--- config.mk ---
export PLATFORM = sky130hd
export DESIGN_NAME = rs_chien_forney
export DESIGN_NICKNAME = d
export VERILOG_FILES = /design/src/rtl/rscf_pkg.sv /design/src/rtl/gf8_inv_rom.sv /design/src/rtl/chien_term_bank.sv /design/src/rtl/chien_err_log.sv /design/src/rtl/rs_chien_forney.sv
export SDC_FILE = /design/constraint.sdc
export NUM_CORES = 1
export LEC_CHECK = 0
export ABC_AREA = 1
export BUFFER_PORTS_ARGS = -buffer_cell sky130_fd_sc_hd__buf_2
export CAP_MARGIN = 30
export CORE_ASPECT_RATIO = 0.9
export CORE_UTILIZATION = 45
export CTS_CLUSTER_DIAMETER = 50
export DETAILED_ROUTE_END_ITERATION = 16
export GPL_TIMING_DRIVEN = 1
export PLACE_DENSITY_LB_ADDON = 0.1
export SETUP_SLACK_MARGIN = 0.02
export SLEW_MARGIN = 40
export SYNTH_ARGS = -nofsm -noshare
export SYNTH_HDL_FRONTEND = slang
export SYNTH_HIERARCHICAL = 1
export SYNTH_SLANG_ARGS = --single-unit
--- constraint.sdc ---
create_clock -name clk -period 6.4 [get_ports clk]
set_clock_uncertainty 0.05 [all_clocks]
set_input_delay 0.64 -clock clk [delete_from_list [all_inputs] [get_ports clk]]
set_output_delay 0.64 -clock clk [all_outputs]
set_load 0.1 [all_outputs]
--- src/rtl/rscf_pkg.sv ---
// Package: field arithmetic shared by the Chien/Forney unit.
// Assumes GF(2^8) with a primitive field polynomial given as a 9-bit value.
package rscf_pkg;

    typedef logic [7:0] gf_t;
    typedef logic [255:0][7:0] gf_tbl_t;

    // Multiply by alpha (x) modulo the field polynomial.
    function automatic gf_t gf_xtime(input gf_t a, input logic [8:0] poly);
        return {a[6:0], 1'b0} ^ (a[7] ? poly[7:0] : 8'h00);
    endfunction

    // General field multiply, shift-and-add.
    function automatic gf_t gf_mul(input gf_t a, input gf_t b, input logic [8:0] poly);
        gf_t acc;
        gf_t x;
        acc = '0;
        x   = a;
        for (int i = 0; i < 8; i++) begin
            if (b[i]) acc = acc ^ x;
            x = gf_xtime(x, poly);
        end
        return acc;
    endfunction

    // alpha raised to a non-negative exponent.
    function automatic gf_t gf_alpha_pow(input int e, input logic [8:0] poly);
        gf_t r;
        r = 8'h01;
        for (int k = 0; k < (e % 255); k++) r = gf_xtime(r, poly);
        return r;
    endfunction

    // Table of multiplicative inverses, inv(0) defined as 0.
    function automatic gf_tbl_t gf_build_inv(input logic [8:0] poly);
        gf_tbl_t tbl;
        gf_tbl_t powers;
        gf_t     v;
        tbl    = '0;
        powers = '0;
        v      = 8'h01;
        for (int i = 0; i < 255; i++) begin
            powers[i] = v;
            v = gf_xtime(v, poly);
        end
        for (int i = 0; i < 255; i++) begin
            tbl[powers[i]] = powers[(255 - i) % 255];
        end
        return tbl;
    endfunction

endpackage

--- src/rtl/gf8_inv_rom.sv ---
// Module: combinational field inverse lookup.
// Assumes the table is built at elaboration from FIELD_POLY; input 0 maps to 0.
module gf8_inv_rom
    import rscf_pkg::*;
#(
    parameter int unsigned FIELD_POLY = 285
) (
    input  logic [7:0] val_in,
    output logic [7:0] val_inv
);
    localparam logic [8:0] POLY = FIELD_POLY[8:0];
    localparam gf_tbl_t    INV_TBL = gf_build_inv(POLY);

    // Table read.
    assign val_inv = INV_TBL[val_in];

endmodule

--- src/rtl/chien_term_bank.sv ---
// Module: bank of polynomial terms advanced by constant multipliers.
// Term i holds coef_i * alpha^(E_i*(idx-(NLEN-1))) with E_i=(i+OFFSET) mod 255,
// so the sum of all terms is the polynomial (times x^OFFSET) at alpha^-(NLEN-1-idx).
// Assumes load and step are never high together.
module chien_term_bank
    import rscf_pkg::*;
#(
    parameter int unsigned NTERM      = 5,
    parameter int unsigned OFFSET     = 0,
    parameter int unsigned NLEN       = 204,
    parameter int unsigned FIELD_POLY = 285
) (
    input  logic               clk,
    input  logic               rst_n,
    input  logic               load,
    input  logic               step,
    input  logic [NTERM*8-1:0] coef_in,
    output logic [7:0]         sum_even,
    output logic [7:0]         sum_odd
);
    localparam logic [8:0] POLY  = FIELD_POLY[8:0];
    localparam int         SHIFT = (255 - ((NLEN - 1) % 255)) % 255;

    logic [NTERM*8-1:0] terms_flat;

    for (genvar i = 0; i < NTERM; i++) begin : g_term
        localparam int  EXP_STEP = (i + OFFSET) % 255;
        localparam int  EXP_INIT = (SHIFT * EXP_STEP) % 255;
        localparam gf_t C_STEP   = gf_alpha_pow(EXP_STEP, POLY);
        localparam gf_t C_INIT   = gf_alpha_pow(EXP_INIT, POLY);

        gf_t term_q;

        // Load the scaled coefficient or advance by one position.
        always_ff @(posedge clk) begin
            if (!rst_n) begin
                term_q <= '0;
            end else if (load) begin
                term_q <= gf_mul(coef_in[i*8 +: 8], C_INIT, POLY);
            end else if (step) begin
                term_q <= gf_mul(term_q, C_STEP, POLY);
            end
        end

        assign terms_flat[i*8 +: 8] = term_q;
    end

    // Split sum into even-index and odd-index terms.
    always_comb begin
        sum_even = '0;
        sum_odd  = '0;
        for (int i = 0; i < NTERM; i++) begin
            if (i % 2 == 1) sum_odd  = sum_odd  ^ terms_flat[i*8 +: 8];
            else            sum_even = sum_even ^ terms_flat[i*8 +: 8];
        end
    end

endmodule

--- src/rtl/chien_err_log.sv ---
// Module: ordered log of (position, error value) pairs found by the search.
// Entries arrive in ascending position order, so a single read pointer
// walks the log while positions are emitted in the same order.
module chien_err_log
    import rscf_pkg::*;
#(
    parameter int unsigned SLOTS = 8,
    parameter int unsigned IDX_W = 8,
    localparam int unsigned CW   = $clog2(SLOTS + 1)
) (
    input  logic             clk,
    input  logic             rst_n,
    input  logic             clear,
    input  logic             wr_en,
    input  logic [IDX_W-1:0] wr_pos,
    input  logic [7:0]       wr_val,
    input  logic             rd_en,
    input  logic [IDX_W-1:0] rd_idx,
    output logic [CW-1:0]    count,
    output logic             hit,
    output logic [7:0]       hit_val
);
    logic [IDX_W-1:0] pos_q [SLOTS];
    gf_t              val_q [SLOTS];
    logic [CW-1:0]    count_q;
    logic [CW-1:0]    ptr_q;
    logic [IDX_W-1:0] cur_pos;
    gf_t              cur_val;

    // Append new entries and advance the read pointer on a match.
    always_ff @(posedge clk) begin
        if (!rst_n) begin
            count_q <= '0;
            ptr_q   <= '0;
            for (int s = 0; s < SLOTS; s++) begin
                pos_q[s] <= '0;
                val_q[s] <= '0;
            end
        end else if (clear) begin
            count_q <= '0;
            ptr_q   <= '0;
        end else begin
            if (wr_en && (count_q < CW'(SLOTS))) begin
                for (int s = 0; s < SLOTS; s++) begin
                    if (CW'(s) == count_q) begin
                        pos_q[s] <= wr_pos;
                        val_q[s] <= wr_val;
                    end
                end
                count_q <= count_q + CW'(1);
            end
            if (rd_en && hit) ptr_q <= ptr_q + CW'(1);
        end
    end

    // Select the entry under the read pointer and compare with the index.
    always_comb begin
        cur_pos = '0;
        cur_val = '0;
        for (int s = 0; s < SLOTS; s++) begin
            if (CW'(s) == ptr_q) begin
                cur_pos = pos_q[s];
                cur_val = val_q[s];
            end
        end
        hit     = (ptr_q < count_q) && (cur_pos == rd_idx);
        hit_val = cur_val;
    end

    assign count = count_q;

    // The pointer never passes the number of stored entries.
    assert_ptr_in_log_R3: assert property (@(posedge clk) disable iff (!rst_n)
        ptr_q <= count_q);

    // The log never holds more than t entries.
    assert_log_bound_R7: assert property (@(posedge clk) disable iff (!rst_n)
        count_q <= CW'(SLOTS));

endmodule

--- src/rtl/rs_chien_forney.sv ---
// Module: root search and Forney correction for one GF(2^8) RS codeword.
// Pass 1 tests one position per clock and logs roots with their error values,
// stopping once the roots found equal the locator degree. Pass 2 reads the
// received buffer (combinational read) in order and applies the logged values,
// unless the root count disagreed with the degree. Root spacing is 1.
module rs_chien_forney
    import rscf_pkg::*;
#(
    parameter int unsigned N_LEN      = 204,
    parameter int unsigned K_LEN      = 188,
    parameter int unsigned GSTART     = 0,
    parameter int unsigned FIELD_POLY = 285,
    localparam int unsigned T_CORR    = (N_LEN - K_LEN) / 2,
    localparam int unsigned IDX_W     = $clog2(N_LEN),
    localparam int unsigned CNT_W     = $clog2(T_CORR + 1)
) (
    input  logic                  clk,
    input  logic                  rst_n,
    input  logic                  start,
    input  logic [(T_CORR+1)*8-1:0] lambda_coefs,
    input  logic [T_CORR*8-1:0]   omega_coefs,
    output logic [IDX_W-1:0]      rd_addr,
    input  logic [7:0]            rd_data,
    output logic                  busy,
    output logic                  out_valid,
    output logic [7:0]            out_sym,
    output logic                  out_first,
    output logic                  out_last,
    output logic                  out_fail,
    output logic [CNT_W-1:0]      err_cnt
);
    localparam logic [8:0]       POLY     = FIELD_POLY[8:0];
    localparam logic [IDX_W-1:0] LAST_IDX = IDX_W'(N_LEN - 1);

    typedef enum logic [1:0] {ST_IDLE, ST_SEARCH, ST_EMIT} cf_state_t;

    cf_state_t        state_q;
    logic [IDX_W-1:0] idx_q;
    logic [CNT_W-1:0] deg_q;
    logic [CNT_W-1:0] deg_in;
    logic             fail_q;
    logic             load;
    logic             step;
    logic             emit;
    logic [7:0]       lam_even, lam_odd, omg_even, omg_odd;
    logic [7:0]       lam_sum, omg_sum, odd_inv, magnitude;
    logic             loc_zero;
    logic             root_wr;
    logic [CNT_W-1:0] found;
    logic [CNT_W-1:0] found_next;
    logic             search_done;
    logic             hit;
    logic [7:0]       hit_val;

    assign load = (state_q == ST_IDLE) && start;
    assign step = (state_q == ST_SEARCH);
    assign emit = (state_q == ST_EMIT);

    // Locator degree: index of the highest nonzero coefficient.
    always_comb begin
        deg_in = '0;
        for (int i = 1; i <= T_CORR; i++) begin
            if (lambda_coefs[i*8 +: 8] != 8'h00) deg_in = CNT_W'(i);
        end
    end

    chien_term_bank #(
        .NTERM(T_CORR + 1), .OFFSET(0), .NLEN(N_LEN), .FIELD_POLY(FIELD_POLY)
    ) u_lambda (
        .clk(clk), .rst_n(rst_n), .load(load), .step(step),
        .coef_in(lambda_coefs), .sum_even(lam_even), .sum_odd(lam_odd)
    );

    chien_term_bank #(
        .NTERM(T_CORR), .OFFSET(GSTART), .NLEN(N_LEN), .FIELD_POLY(FIELD_POLY)
    ) u_omega (
        .clk(clk), .rst_n(rst_n), .load(load), .step(step),
        .coef_in(omega_coefs), .sum_even(omg_even), .sum_odd(omg_odd)
    );

    gf8_inv_rom #(.FIELD_POLY(FIELD_POLY)) u_inv (
        .val_in(lam_odd), .val_inv(odd_inv)
    );

    // Forney value: X^-GSTART*Omega(X^-1) over the odd part of Lambda at X^-1.
    always_comb begin
        lam_sum   = lam_even ^ lam_odd;
        omg_sum   = omg_even ^ omg_odd;
        loc_zero  = (lam_sum == 8'h00);
        magnitude = gf_mul(omg_sum, odd_inv, POLY);
    end

    assign root_wr     = step && loc_zero;
    assign found_next  = found + {{(CNT_W-1){1'b0}}, root_wr};
    assign search_done = step && ((root_wr && (found_next == deg_q)) || (idx_q == LAST_IDX));

    chien_err_log #(.SLOTS(T_CORR), .IDX_W(IDX_W)) u_log (
        .clk(clk), .rst_n(rst_n), .clear(load),
        .wr_en(root_wr), .wr_pos(idx_q), .wr_val(magnitude),
        .rd_en(emit), .rd_idx(idx_q),
        .count(found), .hit(hit), .hit_val(hit_val)
    );

    // Sequencer: idle, search pass, emit pass.
    always_ff @(posedge clk) begin
        if (!rst_n) begin
            state_q <= ST_IDLE;
            idx_q   <= '0;
            deg_q   <= '0;
            fail_q  <= 1'b0;
        end else begin
            case (state_q)
                ST_IDLE: begin
                    if (start) begin
                        deg_q   <= deg_in;
                        idx_q   <= '0;
                        fail_q  <= 1'b0;
                        state_q <= (deg_in == '0) ? ST_EMIT : ST_SEARCH;
                    end
                end
                ST_SEARCH: begin
                    if (search_done) begin
                        idx_q   <= '0;
                        fail_q  <= (found_next != deg_q);
                        state_q <= ST_EMIT;
                    end else begin
                        idx_q <= idx_q + IDX_W'(1);
                    end
                end
                ST_EMIT: begin
                    if (idx_q == LAST_IDX) begin
                        idx_q   <= '0;
                        state_q <= ST_IDLE;
                    end else begin
                        idx_q <= idx_q + IDX_W'(1);
                    end
                end
                default: state_q <= ST_IDLE;
            endcase
        end
    end

    // Output register stage for the emitted stream.
    always_ff @(posedge clk) begin
        if (!rst_n) begin
            out_valid <= 1'b0;
            out_sym   <= '0;
            out_first <= 1'b0;
            out_last  <= 1'b0;
            out_fail  <= 1'b0;
            err_cnt   <= '0;
        end else begin
            out_valid <= emit;
            out_sym   <= emit ? (rd_data ^ ((hit && !fail_q) ? hit_val : 8'h00)) : 8'h00;
            out_first <= emit && (idx_q == '0);
            out_last  <= emit && (idx_q == LAST_IDX);
            out_fail  <= emit && fail_q;
            err_cnt   <= (emit && (idx_q == LAST_IDX)) ? found : '0;
        end
    end

    assign rd_addr = idx_q;
    assign busy    = (state_q != ST_IDLE);

    // Search never continues once the roots reached the degree.
    assert_search_below_deg_R4: assert property (@(posedge clk) disable iff (!rst_n)
        (state_q == ST_SEARCH) |-> (found < deg_q));

    // The stream is contiguous until its last symbol.
    assert_stream_run_R5: assert property (@(posedge clk) disable iff (!rst_n)
        (out_valid && !out_last) |=> out_valid);

    // A new stream always opens with the first marker.
    assert_stream_open_R5: assert property (@(posedge clk) disable iff (!rst_n)
        $rose(out_valid) |-> out_first);

    // The fail flag does not change inside a block.
    assert_fail_steady_R6: assert property (@(posedge clk) disable iff (!rst_n)
        (out_valid && !out_first) |-> $stable(out_fail));

    // The count only appears with the last symbol.
    assert_cnt_with_last_R7: assert property (@(posedge clk) disable iff (!rst_n)
        (err_cnt != '0) |-> out_last);

    // The unit stays busy while a block is still being streamed.
    assert_busy_mid_block_R10: assert property (@(posedge clk) disable iff (!rst_n)
        (out_valid && !out_last) |-> busy);

endmodule

==> results of run 1 <==
==> cells by family after synthesis <==
logic type	after synthesis	share of synthesized area [%]
simple gates	2040	34.34
buf+inv	571	9.342
xor+xnor	457	16.20
compound gates	437	9.608
flops	303	28.95
fa+ha+maj	31	1.528
mux	1	0.03944
==> cell type report <==
type / instances / area share (%)
Tap cell: 756 / 3.365
Clock buffer: 56 / 4.291
Sequential cell: 303 / 26.13
Multi-Input combinational cell: 2966 / 55.93
Timing Repair Buffer: 201 / 3.854
Clock inverter: 24 / 1.086
Inverter: 399 / 5.336
==> registers in the layout, indices dropped and copies added (netlist names), 8 cells and up <==
register	count
u_log/pos_q	64
u_lambda/g_term.term_q	72
out_sym	8
u_log/val_q	64
u_omega/g_term.term_q	64
rd_addr	8
==> final timing paths <==
path / slack (ns) / endpoint
setup reg to reg: 1.71 / u_log/val_q[1][7]
hold reg to reg: 0.43 / deg_q[2]
setup / recovery: 1.71 / u_log/val_q[1][7]
hold / removal: 0.25 / u_omega/g_term[0].term_q[2]
==> critical path, stage by stage (launching register included) <==
cell and delay (ns):
dfxtp_1 0.38, xor2_1 0.24, xnor2_2 0.08, buf_4 0.28, inv_2 0.55, nand2_1 0.34, nand2_1 0.27, nand2_1 0.12
nand3_1 0.10, nand3_1 0.07, nand3_1 0.10, nand3_1 0.09, nand2_1 0.30, inv_1 0.15, nor2_1 0.15, xor2_1 0.23
xnor2_1 0.18, o21ai_0 0.16, nand2_1 0.09, nand2_1 0.06, nand2_1 0.06, nand2_1 0.04, nand2_1 0.07, nand2_1 0.13
nor2_1 0.18
==> per-stage QoR <==
stage          area (µm²)  setup slack (ns)  cells  util [%]  hold WS [ns]
2_1_floorplan       25380             2.231   3840         -        0.3720
3_3_place_gp        26580             1.754   4624     47.71        0.4232
3_5_place_dp        26600             1.668   4625     47.74        0.4266
4_1_cts             28110             1.653   4705     50.45        0.2261
5_1_grt             28110             1.280   4705     50.46        0.2522
6_report            28110             1.709   4705     50.46        0.2471
==> placed cells by master, fill, tap and decap left out, types with 13 or more instances in the layout <==
cell	count
clkbuf_16	44
dfxtp_1	175
buf_4	31
a31oi_1	45
o21ai_0	151
or2_2	17
inv_1	343
o211ai_1	19
buf_2	170
nand2_1	1104
o21ai_1	27
nand3b_1	23
xnor2_1	208
a21oi_1	142
inv_2	49
xnor2_2	13
nand3_1	427
nand2_2	43
nor2_1	335
xor2_1	230
ha_1	31
nand4_1	25
edfxtp_1	128
==> metal layers <==
layer	routed length, µm	GRT usage, %	up-vias
met2	33810	42.18	882
met4	2442	8.798	0
met5	0	0	-
met3	5084	3.522	181
li1	-	-	12450
met1	36000	37.35	11300
==> impl_metrics.env, run 1 <==
export IMPL_cp_startpoint="u_lambda/g_term[3].term_q[2]"
export IMPL_period_minus_slack_ns=4.691
export IMPL_post_synth_instance_area_um2=25380
export IMPL_post_cts_setup_buffers=0
export IMPL_cts_buffers_inserted=43
export IMPL_timing_worst_setup_path_type="reg2reg"
export IMPL_cp_required_ns=6.75
export IMPL_yosysTopAreaCellShare_pct=16.37
export IMPL_worstSkewPairLatency_ns=0.57
export IMPL_synth_seq_area_share_pct=28.95
export IMPL_most_repeated_cell_in_the_gate_level_netlist_after_synthesis="nand2_1"
export IMPL_core_region_area_um2=55710
export IMPL_setup_viol=0
export IMPL_largest_net_degree_at_the_start_of_global_routing=77
export IMPL_outcome="finished clean"
export IMPL_remaining_drc_errors=0
export IMPL_reg2reg_depth=24
export IMPL_floorplan_die_area_um2=57360
export IMPL_synthDominantAreaCellType="nand2_1"
export IMPL_clock_sinks=303
export IMPL_worst_ep_arrival_time_ns=5.04
export IMPL_grt_antenna_before_repair=0
export IMPL_max_slew_worst_pin_slew_ns=0.8923
export IMPL_via_count=24810
export IMPL_dr_pass1_iters=6
export IMPL_fmax_mhz=213.2
export IMPL_relSlewSlack_pct=40.37
export IMPL_synth_yosys_warnings=6
export IMPL_count_of_max_cap_constraint_violations=0
export IMPL_area_of_combinational_cells_with_multiple_inputs_um2=15720
export IMPL_post_cts_resize_count=0
export IMPL_syn2layout_area_growth_pct=10.76
export IMPL_critPathCaptureType="register"
export IMPL_synth_common_cells="nand2_1 (1107), nand3_1 (427), inv_1 (345)"
export IMPL_synth_top_cells_by_area="nand2_1 (16%), edfxtp_1 (15%), dfxtp_1 (14%)"
export IMPL_worstHoldStart="omega_coefs[2]"
export IMPL_drtIter0Drc=2620
export IMPL_drtAntennaViolNets=0
export IMPL_grt_ovfl_total=0
export IMPL_regToRegStartpoint="u_lambda/g_term[3].term_q[2]"
export IMPL_route_detailed_vias_per_inst=5.273
export IMPL_synth_main_ff_cell="dfxtp_1"
export IMPL_slew_violations=0
export IMPL_hold_viol=0
export IMPL_dp_hpwl_mm=55.18
export IMPL_cts_hold_repair_buffers=0
export IMPL_rows=82
export IMPL_finalNetCount=4092
export IMPL_rsz0062_at_grt="false"
export IMPL_ys_ff_latch=303
export IMPL_setup_worst_path_start_class="register"
export IMPL_port_buffer_count=171
export IMPL_floorplan_initialDensity_pct=45.56
export IMPL_number_of_filler_instances_in_the_final_layout=5762
export IMPL_share_of_async_settable_or_async_resettable_flops_after_synthesis_pct=0
export IMPL_min_delay_path_class="in2reg"
export IMPL_tritoncts="built"
export IMPL_die_width_um=252.3
export IMPL_final_layout_size_suffix_gt1_share_pct=10.99
export IMPL_grtUsageTotal_pct=26.63
export IMPL_worstPathMaxFanout=40
export IMPL_clk_pin_slew_ns=0.06
export IMPL_min_period_over_period_pct=73.30
export IMPL_syn_avg_cell_area_um2=6.610
export IMPL_grt_pass1_wl_mm=122.2
export IMPL_diodes=0
export IMPL_synth_fp_nets=4018
export IMPL_wire_per_inst_um=16.44
export IMPL_io_pins=172
export IMPL_holdPathStages=3
export IMPL_globalplace_congestion=1.033
export IMPL_synth_cells=3840
export IMPL_clock_path_buffers=3
export IMPL_number_of_h_tree_branching_levels=2
export IMPL_finalWirelength_mm=77.33
export IMPL_number_of_synthesized_flops_with_an_enable_pin=128
export IMPL_chip_height_um=227.3
export IMPL_fin_setup_tns_ns=0
export IMPL_root_buffer="clkbuf_16"
export IMPL_first_global_vias=22410
export IMPL_post_synth_num_cell_types=57
export IMPL_layout_area_seq_um2=7347
Power of run 1 is not shown: default switching activity piles up to over one toggle a cycle in this logic, so the estimate is an artifact.
==> run 2: changes to the inputs <==
--- a/config.mk
+++ b/config.mk
@@ -5,7 +5,7 @@
 export SDC_FILE = /design/constraint.sdc
 export NUM_CORES = 1
 export LEC_CHECK = 0
-export ABC_AREA = 1
+export ABC_AREA = 0
 export BUFFER_PORTS_ARGS = -buffer_cell sky130_fd_sc_hd__buf_2
 export CAP_MARGIN = 30
 export CORE_ASPECT_RATIO = 0.9
==> constraint.sdc (replaced) <==
create_clock -name clk -period 4.15 [get_ports clk]
set_clock_uncertainty 0.05 [all_clocks]
set_input_delay 0.415 -clock clk [delete_from_list [all_inputs] [get_ports clk]]
set_output_delay 0.415 -clock clk [all_outputs]
set_load 0.1 [all_outputs]
==> impl_metrics.env, run 2 <==
export IMPL_synth_main_ff_cell="dfxtp_1"
export IMPL_synthSimpleGateAreaFrac_pct=16.64
export IMPL_port_buffer_count=171
export IMPL_dr_pass1_iters=6
export IMPL_worstPathMaxFanout=8
export IMPL_most_repeated_cell_in_the_gate_level_netlist_after_synthesis="xnor2_1"
export IMPL_drtAntennaViolNets=0
export IMPL_clk_pin_slew_ns=0.06
export IMPL_yosysTopAreaCellShare_pct=16.58
export IMPL_slowest_stage="xnor3_1"
export IMPL_relSlewSlack_pct=33.96
export IMPL_synth_top_cells_by_area="edfxtp_1 (17%), dfxtp_1 (15%), xnor2_1 (14%)"
export IMPL_cts_hold_repair_buffers=0
export IMPL_count_of_max_cap_constraint_violations=0
export IMPL_synth_cells=2617
export IMPL_worstPathBufferInverterCount=3
export IMPL_io_pins=172
export IMPL_outcome="complete, but fails checks"
export IMPL_synthDominantAreaCellType="edfxtp_1"
export IMPL_failing_checks="negative setup slack"
export IMPL_clock_sinks=303
export IMPL_chip_height_um=217.3
export IMPL_worstSkewPairLatency_ns=0.57
export IMPL_final_layout_size_suffix_gt1_share_pct=24.67
export IMPL_globalplace_congestion=0.9851
export IMPL_crit_path_frequent_cell="xnor2_1"
export IMPL_timing_worst_setup_path_type="reg2reg"
export IMPL_floorplan_initialDensity_pct=45.76
export IMPL_syn2layout_area_growth_pct=24.58
export IMPL_fmax_mhz=234.6
export IMPL_largest_register_ffs=72
export IMPL_floorplan_die_area_um2=52420
export IMPL_muxShareOfSynthArea_pct=1.997
export IMPL_min_period_over_period_pct=102.7
export IMPL_synth_fa_ha_area_share_pct=1.674
export IMPL_period_minus_slack_ns=4.262
export IMPL_grt_ovfl_total=0
export IMPL_via_count=20940
export IMPL_synth_yosys_warnings=6
export IMPL_slew_violations=0
export IMPL_setup_viol=38
export IMPL_complex_gate_fraction_of_the_synthesized_area_pct=17.64
export IMPL_critPathTopFamily="XOR/XNOR gates"
export IMPL_max_slew_worst_pin_slew_ns=0.9905
export IMPL_syn_avg_cell_area_um2=8.856
export IMPL_share_of_async_settable_or_async_resettable_flops_after_synthesis_pct=0
export IMPL_ys_ff_latch=303
export IMPL_setup_slack_on_the_worst_flop_to_flop_path_ns=-0.11
export IMPL_crit_chain="xor2_2, xnor2_2, inv_2, ha_4, buf_4, nor2b_1, a211oi_1, o221ai_1, nand3_1, o21ai_0, buf_4, o21ai_4, nor2b_2, xnor2_1, xnor2_1, xnor3_1, xnor2_1, nand2_2, nor2_1"
export IMPL_finalWirelength_mm=79.36
export IMPL_rsz0062_at_grt="true"
export IMPL_grt_pass1_wl_mm=120.8
export IMPL_register_ranked_first_by_flip_flop_count="u_lambda/g_term.term_q"
export IMPL_die_width_um=241.2
export IMPL_core_region_area_um2=50650
export IMPL_synth_common_cells="xnor2_1 (383), nor2_1 (272), nand2_1 (232)"
export IMPL_root_buffer="clkbuf_16"
export IMPL_post_synth_num_cell_types=98
export IMPL_finalNetCount=3103
export IMPL_fin_worst_hold_slack_ns=0.03430
export IMPL_worst_slack_ns=-0.1122
export IMPL_wire_per_inst_um=21.80
export IMPL_min_delay_path_class="in2reg"
export IMPL_hold_viol=0
export IMPL_critPathCaptureType="register"
export IMPL_route_detailed_vias_per_inst=5.752
export IMPL_cts_buffers_inserted=43
export IMPL_drtIter0Drc=1691
export IMPL_cp_required_ns=4.41
export IMPL_post_synth_instance_area_um2=23180
export IMPL_largest_net_degree_at_the_start_of_global_routing=163
export IMPL_synth_fp_nets=2795
export IMPL_number_of_h_tree_branching_levels=2
export IMPL_worst_ep_arrival_time_ns=4.52
export IMPL_grt_antenna_before_repair=2
export IMPL_remaining_drc_errors=0
export IMPL_synth_xor_xnor_area_share_pct=24.75
export IMPL_clock_path_buffers=3
export IMPL_rows=78
export IMPL_number_of_synthesized_flops_with_an_enable_pin=128
export IMPL_synth_top_family_by_area="XOR/XNOR gates"
export IMPL_first_global_vias=20190
export IMPL_critical_path_max_stage_delay_ns=0.43
export IMPL_most_common_cell_after_layout_fill_and_taps_aside="xnor2_1"
export IMPL_grtUsageTotal_pct=30.03
export IMPL_setup_worst_path_start_class="register"
export IMPL_tritoncts="built"
export IMPL_synth_seq_area_share_pct=31.70
export IMPL_most_common_layout_cells="xnor2_1 (360), buf_4 (278), nor2_1 (261)"
export IMPL_dp_hpwl_mm=58.18
run 2: stage by stage:
step / utilization (%) / cells / cell area, µm² / TNS (ns) / setup slack, ns
5_1_grt: 57.01 / 3640 / 28870 / -9.416 / -0.2460
3_3_place_gp: 52.29 / 3536 / 26480 / -23.80 / -0.4861
6_report: 57.01 / 3640 / 28870 / -2.156 / -0.1122
2_1_floorplan: - / 2617 / 23280 / 0 / 0.02862
4_1_cts: 56.36 / 3633 / 28550 / -1.295 / -0.1113
3_5_place_dp: 52.29 / 3536 / 26490 / -23.24 / -0.4790
run 2: layout make-up:
class / count / area [µm²]
clock inverters: 28 / 371.6
clock buffers: 51 / 1147
flip-flops and latches: 303 / 7357
well taps: 680 / 850.8
fillers: 4602 / 21780
multi-input cells: 2024 / 15290
repair buffers: 487 / 3598
inverters: 66 / 256.5
diodes: 1 / 2.502
run 2: final timing paths:
| kind | depth (start not counted) | end | from |
|---|---|---|---|
| max | 19 | u_log/val_q[0][2] | u_lambda/g_term[7].term_q[0] |
| min | 3 | out_sym[5] | rd_data[5] |
| max reg2reg | 19 | u_log/val_q[0][2] | u_lambda/g_term[7].term_q[0] |
| min reg2reg | 2 | deg_q[1] | deg_q[1] |
run 2: logic make-up after synthesis:
group,count (synthesis)
muxes,46
AOI/OAI and AO/OA,575
and+or+nand+nor,817
buffers and inverters,290
adders and majority gates,31
xor gates and xnor gates,555
DFF,303
run 2: repair_timing:
action                                  4_1_cts  5_1_grt
pin swaps                                    60       25
gates resized for setup                      88       66
endpoints found under the setup margin       64       72
setup buffers                                18        6
run 2: worst min-delay path, delay by kind of cell:
family | cells | cell delay [ns]
AND/OR/NAND/NOR | 1 | 0.07
buffers and inverters | 1 | 0.08
XOR/XNOR | 1 | 0.05
run 2: per-layer routing:
metal	global-route usage (%)	up-vias	routed length (µm)
met5	0	-	0
met4	9.726	0	2360
met3	5.315	145	5954
met2	45.09	795	34620
met1	43.33	10160	36430
li1	-	9840	-
Power of run 2 is left out for the same reason.
==> run 3: changes to the inputs <==
--- a/config.mk
+++ b/config.mk
@@ -15,6 +15,7 @@
 export GPL_TIMING_DRIVEN = 1
 export PLACE_DENSITY_LB_ADDON = 0.1
 export SETUP_SLACK_MARGIN = 0.02
+export SKIP_CTS_REPAIR_TIMING = 1
 export SLEW_MARGIN = 40
 export SYNTH_ARGS = -nofsm -noshare
 export SYNTH_HDL_FRONTEND = slang
==> constraint.sdc (replaced) <==
create_clock -name clk -period 4.3 [get_ports clk]
set_clock_uncertainty 0.05 [all_clocks]
set_input_delay 0.43 -clock clk [delete_from_list [all_inputs] [get_ports clk]]
set_output_delay 0.43 -clock clk [all_outputs]
set_load 0.1 [all_outputs]
==> impl_metrics.env, run 3 (same netlist as run 2, synthesis figures left out) <==
export IMPL_io_pins=172
export IMPL_most_common_layout_cells="xnor2_1 (362), buf_4 (306), nor2_1 (257)"
export IMPL_most_common_cell_after_layout_fill_and_taps_aside="xnor2_1"
export IMPL_grt_pass1_wl_mm=121.8
export IMPL_die_width_um=241.2
export IMPL_root_buffer="clkbuf_16"
export IMPL_syn2layout_area_growth_pct=24.25
export IMPL_largest_net_degree_at_the_start_of_global_routing=89
export IMPL_remaining_drc_errors=0
export IMPL_cp_required_ns=4.68
export IMPL_min_delay_path_class="in2reg"
export IMPL_finalWirelength_mm=80.34
export IMPL_worstPathMaxFanout=7
export IMPL_critPathCaptureType="register"
export IMPL_drtIter0Drc=1752
export IMPL_clk_pin_slew_ns=0.06
export IMPL_via_count=20980
export IMPL_count_of_max_cap_constraint_violations=0
export IMPL_dr_pass1_iters=6
export IMPL_slowest_stage="or4_1"
export IMPL_cts_buffers_inserted=41
export IMPL_layoutNonFillerInstCount=3658
export IMPL_placed_cells_incl_taps=3561
export IMPL_worst_ep_arrival_time_ns=4.65
export IMPL_relSlewSlack_pct=43.97
export IMPL_timing_worst_setup_path_type="reg2reg"
export IMPL_worstSkewPairLatency_ns=0.57
export IMPL_grt_ovfl_total=0
export IMPL_wire_per_inst_um=21.96
export IMPL_largest_register_ffs=72
export IMPL_tritoncts="built"
export IMPL_dp_hpwl_mm=59.41
export IMPL_clock_sinks=303
export IMPL_slew_violations=0
export IMPL_port_buffer_count=171
export IMPL_grt_antenna_before_repair=2
export IMPL_setup_worst_path_start_class="register"
export IMPL_finalNetCount=3122
export IMPL_critPathTopFamily="simple AND/OR/NAND/NOR gates"
export IMPL_floorplan_initialDensity_pct=45.76
export IMPL_crit_chain="xor2_2, xnor2_4, inv_4, ha_4, buf_4, nor2b_1, buf_4, or4_1, o2111ai_1, o211ai_1, a22oi_2, buf_6, inv_1, mux2_2, a22oi_2, xor2_1, xnor2_1, nand2_2, nor2_1"
export IMPL_rows=78
export IMPL_route_detailed_vias_per_inst=5.736
export IMPL_clock_path_buffers=3
export IMPL_grtUsageTotal_pct=30.36
export IMPL_rsz0062_at_grt="true"
export IMPL_outcome="finished clean"
export IMPL_min_period_over_period_pct=99.38
export IMPL_critical_path_max_stage_delay_ns=0.48
export IMPL_max_slew_worst_pin_slew_ns=0.8396
export IMPL_period_minus_slack_ns=4.273
export IMPL_fin_worst_hold_slack_ns=0.04908
export IMPL_fmax_mhz=234.0
export IMPL_setup_viol=0
export IMPL_core_region_area_um2=50650
export IMPL_chip_height_um=217.3
export IMPL_hold_viol=0
export IMPL_globalplace_congestion=1.009
export IMPL_first_global_vias=20130
export IMPL_floorplan_die_area_um2=52420
export IMPL_final_layout_size_suffix_gt1_share_pct=24.13
export IMPL_register_ranked_first_by_flip_flop_count="u_lambda/g_term.term_q"
export IMPL_worstPathBufferInverterCount=5
export IMPL_fin_setup_tns_ns=0
export IMPL_number_of_h_tree_branching_levels=2
export IMPL_drtAntennaViolNets=0
==> run 3: metrics by stage <==
step,worst slack (ns),instance area [µm²],util [%]
floorplan,0.02935,23250,-
global route,-0.1374,28800,56.85
CTS,-0.4158,28030,55.34
detailed placement,-0.3927,26550,52.41
finish,0.02669,28800,56.85
global placement,-0.4015,26540,52.39
==> run 3: layer usage <==
layer / vias to the layer above / global-route usage [%] / wire length [µm]
li1: 9860 / - / -
met1: 10190 / 42.76 / 36280
met2: 801 / 47.32 / 35810
met3: 127 / 5.099 / 5842
met4: 2 / 9.198 / 2395
met5: - / 0 / 13
==> run 3: cell type report <==
type | count | area [µm²]
clock buffers | 50 | 1122
multi-input cells | 2025 | 15180
inverters | 66 | 266.5
clock inverters | 25 | 359.1
fillers | 4650 | 21850
repair buffers | 507 | 3662
well taps | 680 | 850.8
diodes | 2 | 5.005
flip-flops and latches | 303 | 7353
==> run 3: worst paths after layout <==
path | to | from | slack (ns) | cells past startpoint
min | out_sym[5] | rd_data[5] | 0.05 | 3
max reg2reg | u_log/val_q[1][14] | u_lambda/g_term[7].term_q[1] | 0.03 | 19
max | u_log/val_q[1][14] | u_lambda/g_term[7].term_q[1] | 0.03 | 19
min reg2reg | deg_q[1] | deg_q[1] | 0.42 | 2
==> run 3: worst min-delay path: cells and delay by family <==
family,cells,cell delay (ns)
simple gates,1,0.07
buf+inv,1,0.08
xor+xnor,1,0.05
Power of run 3 is left out for the same reason.
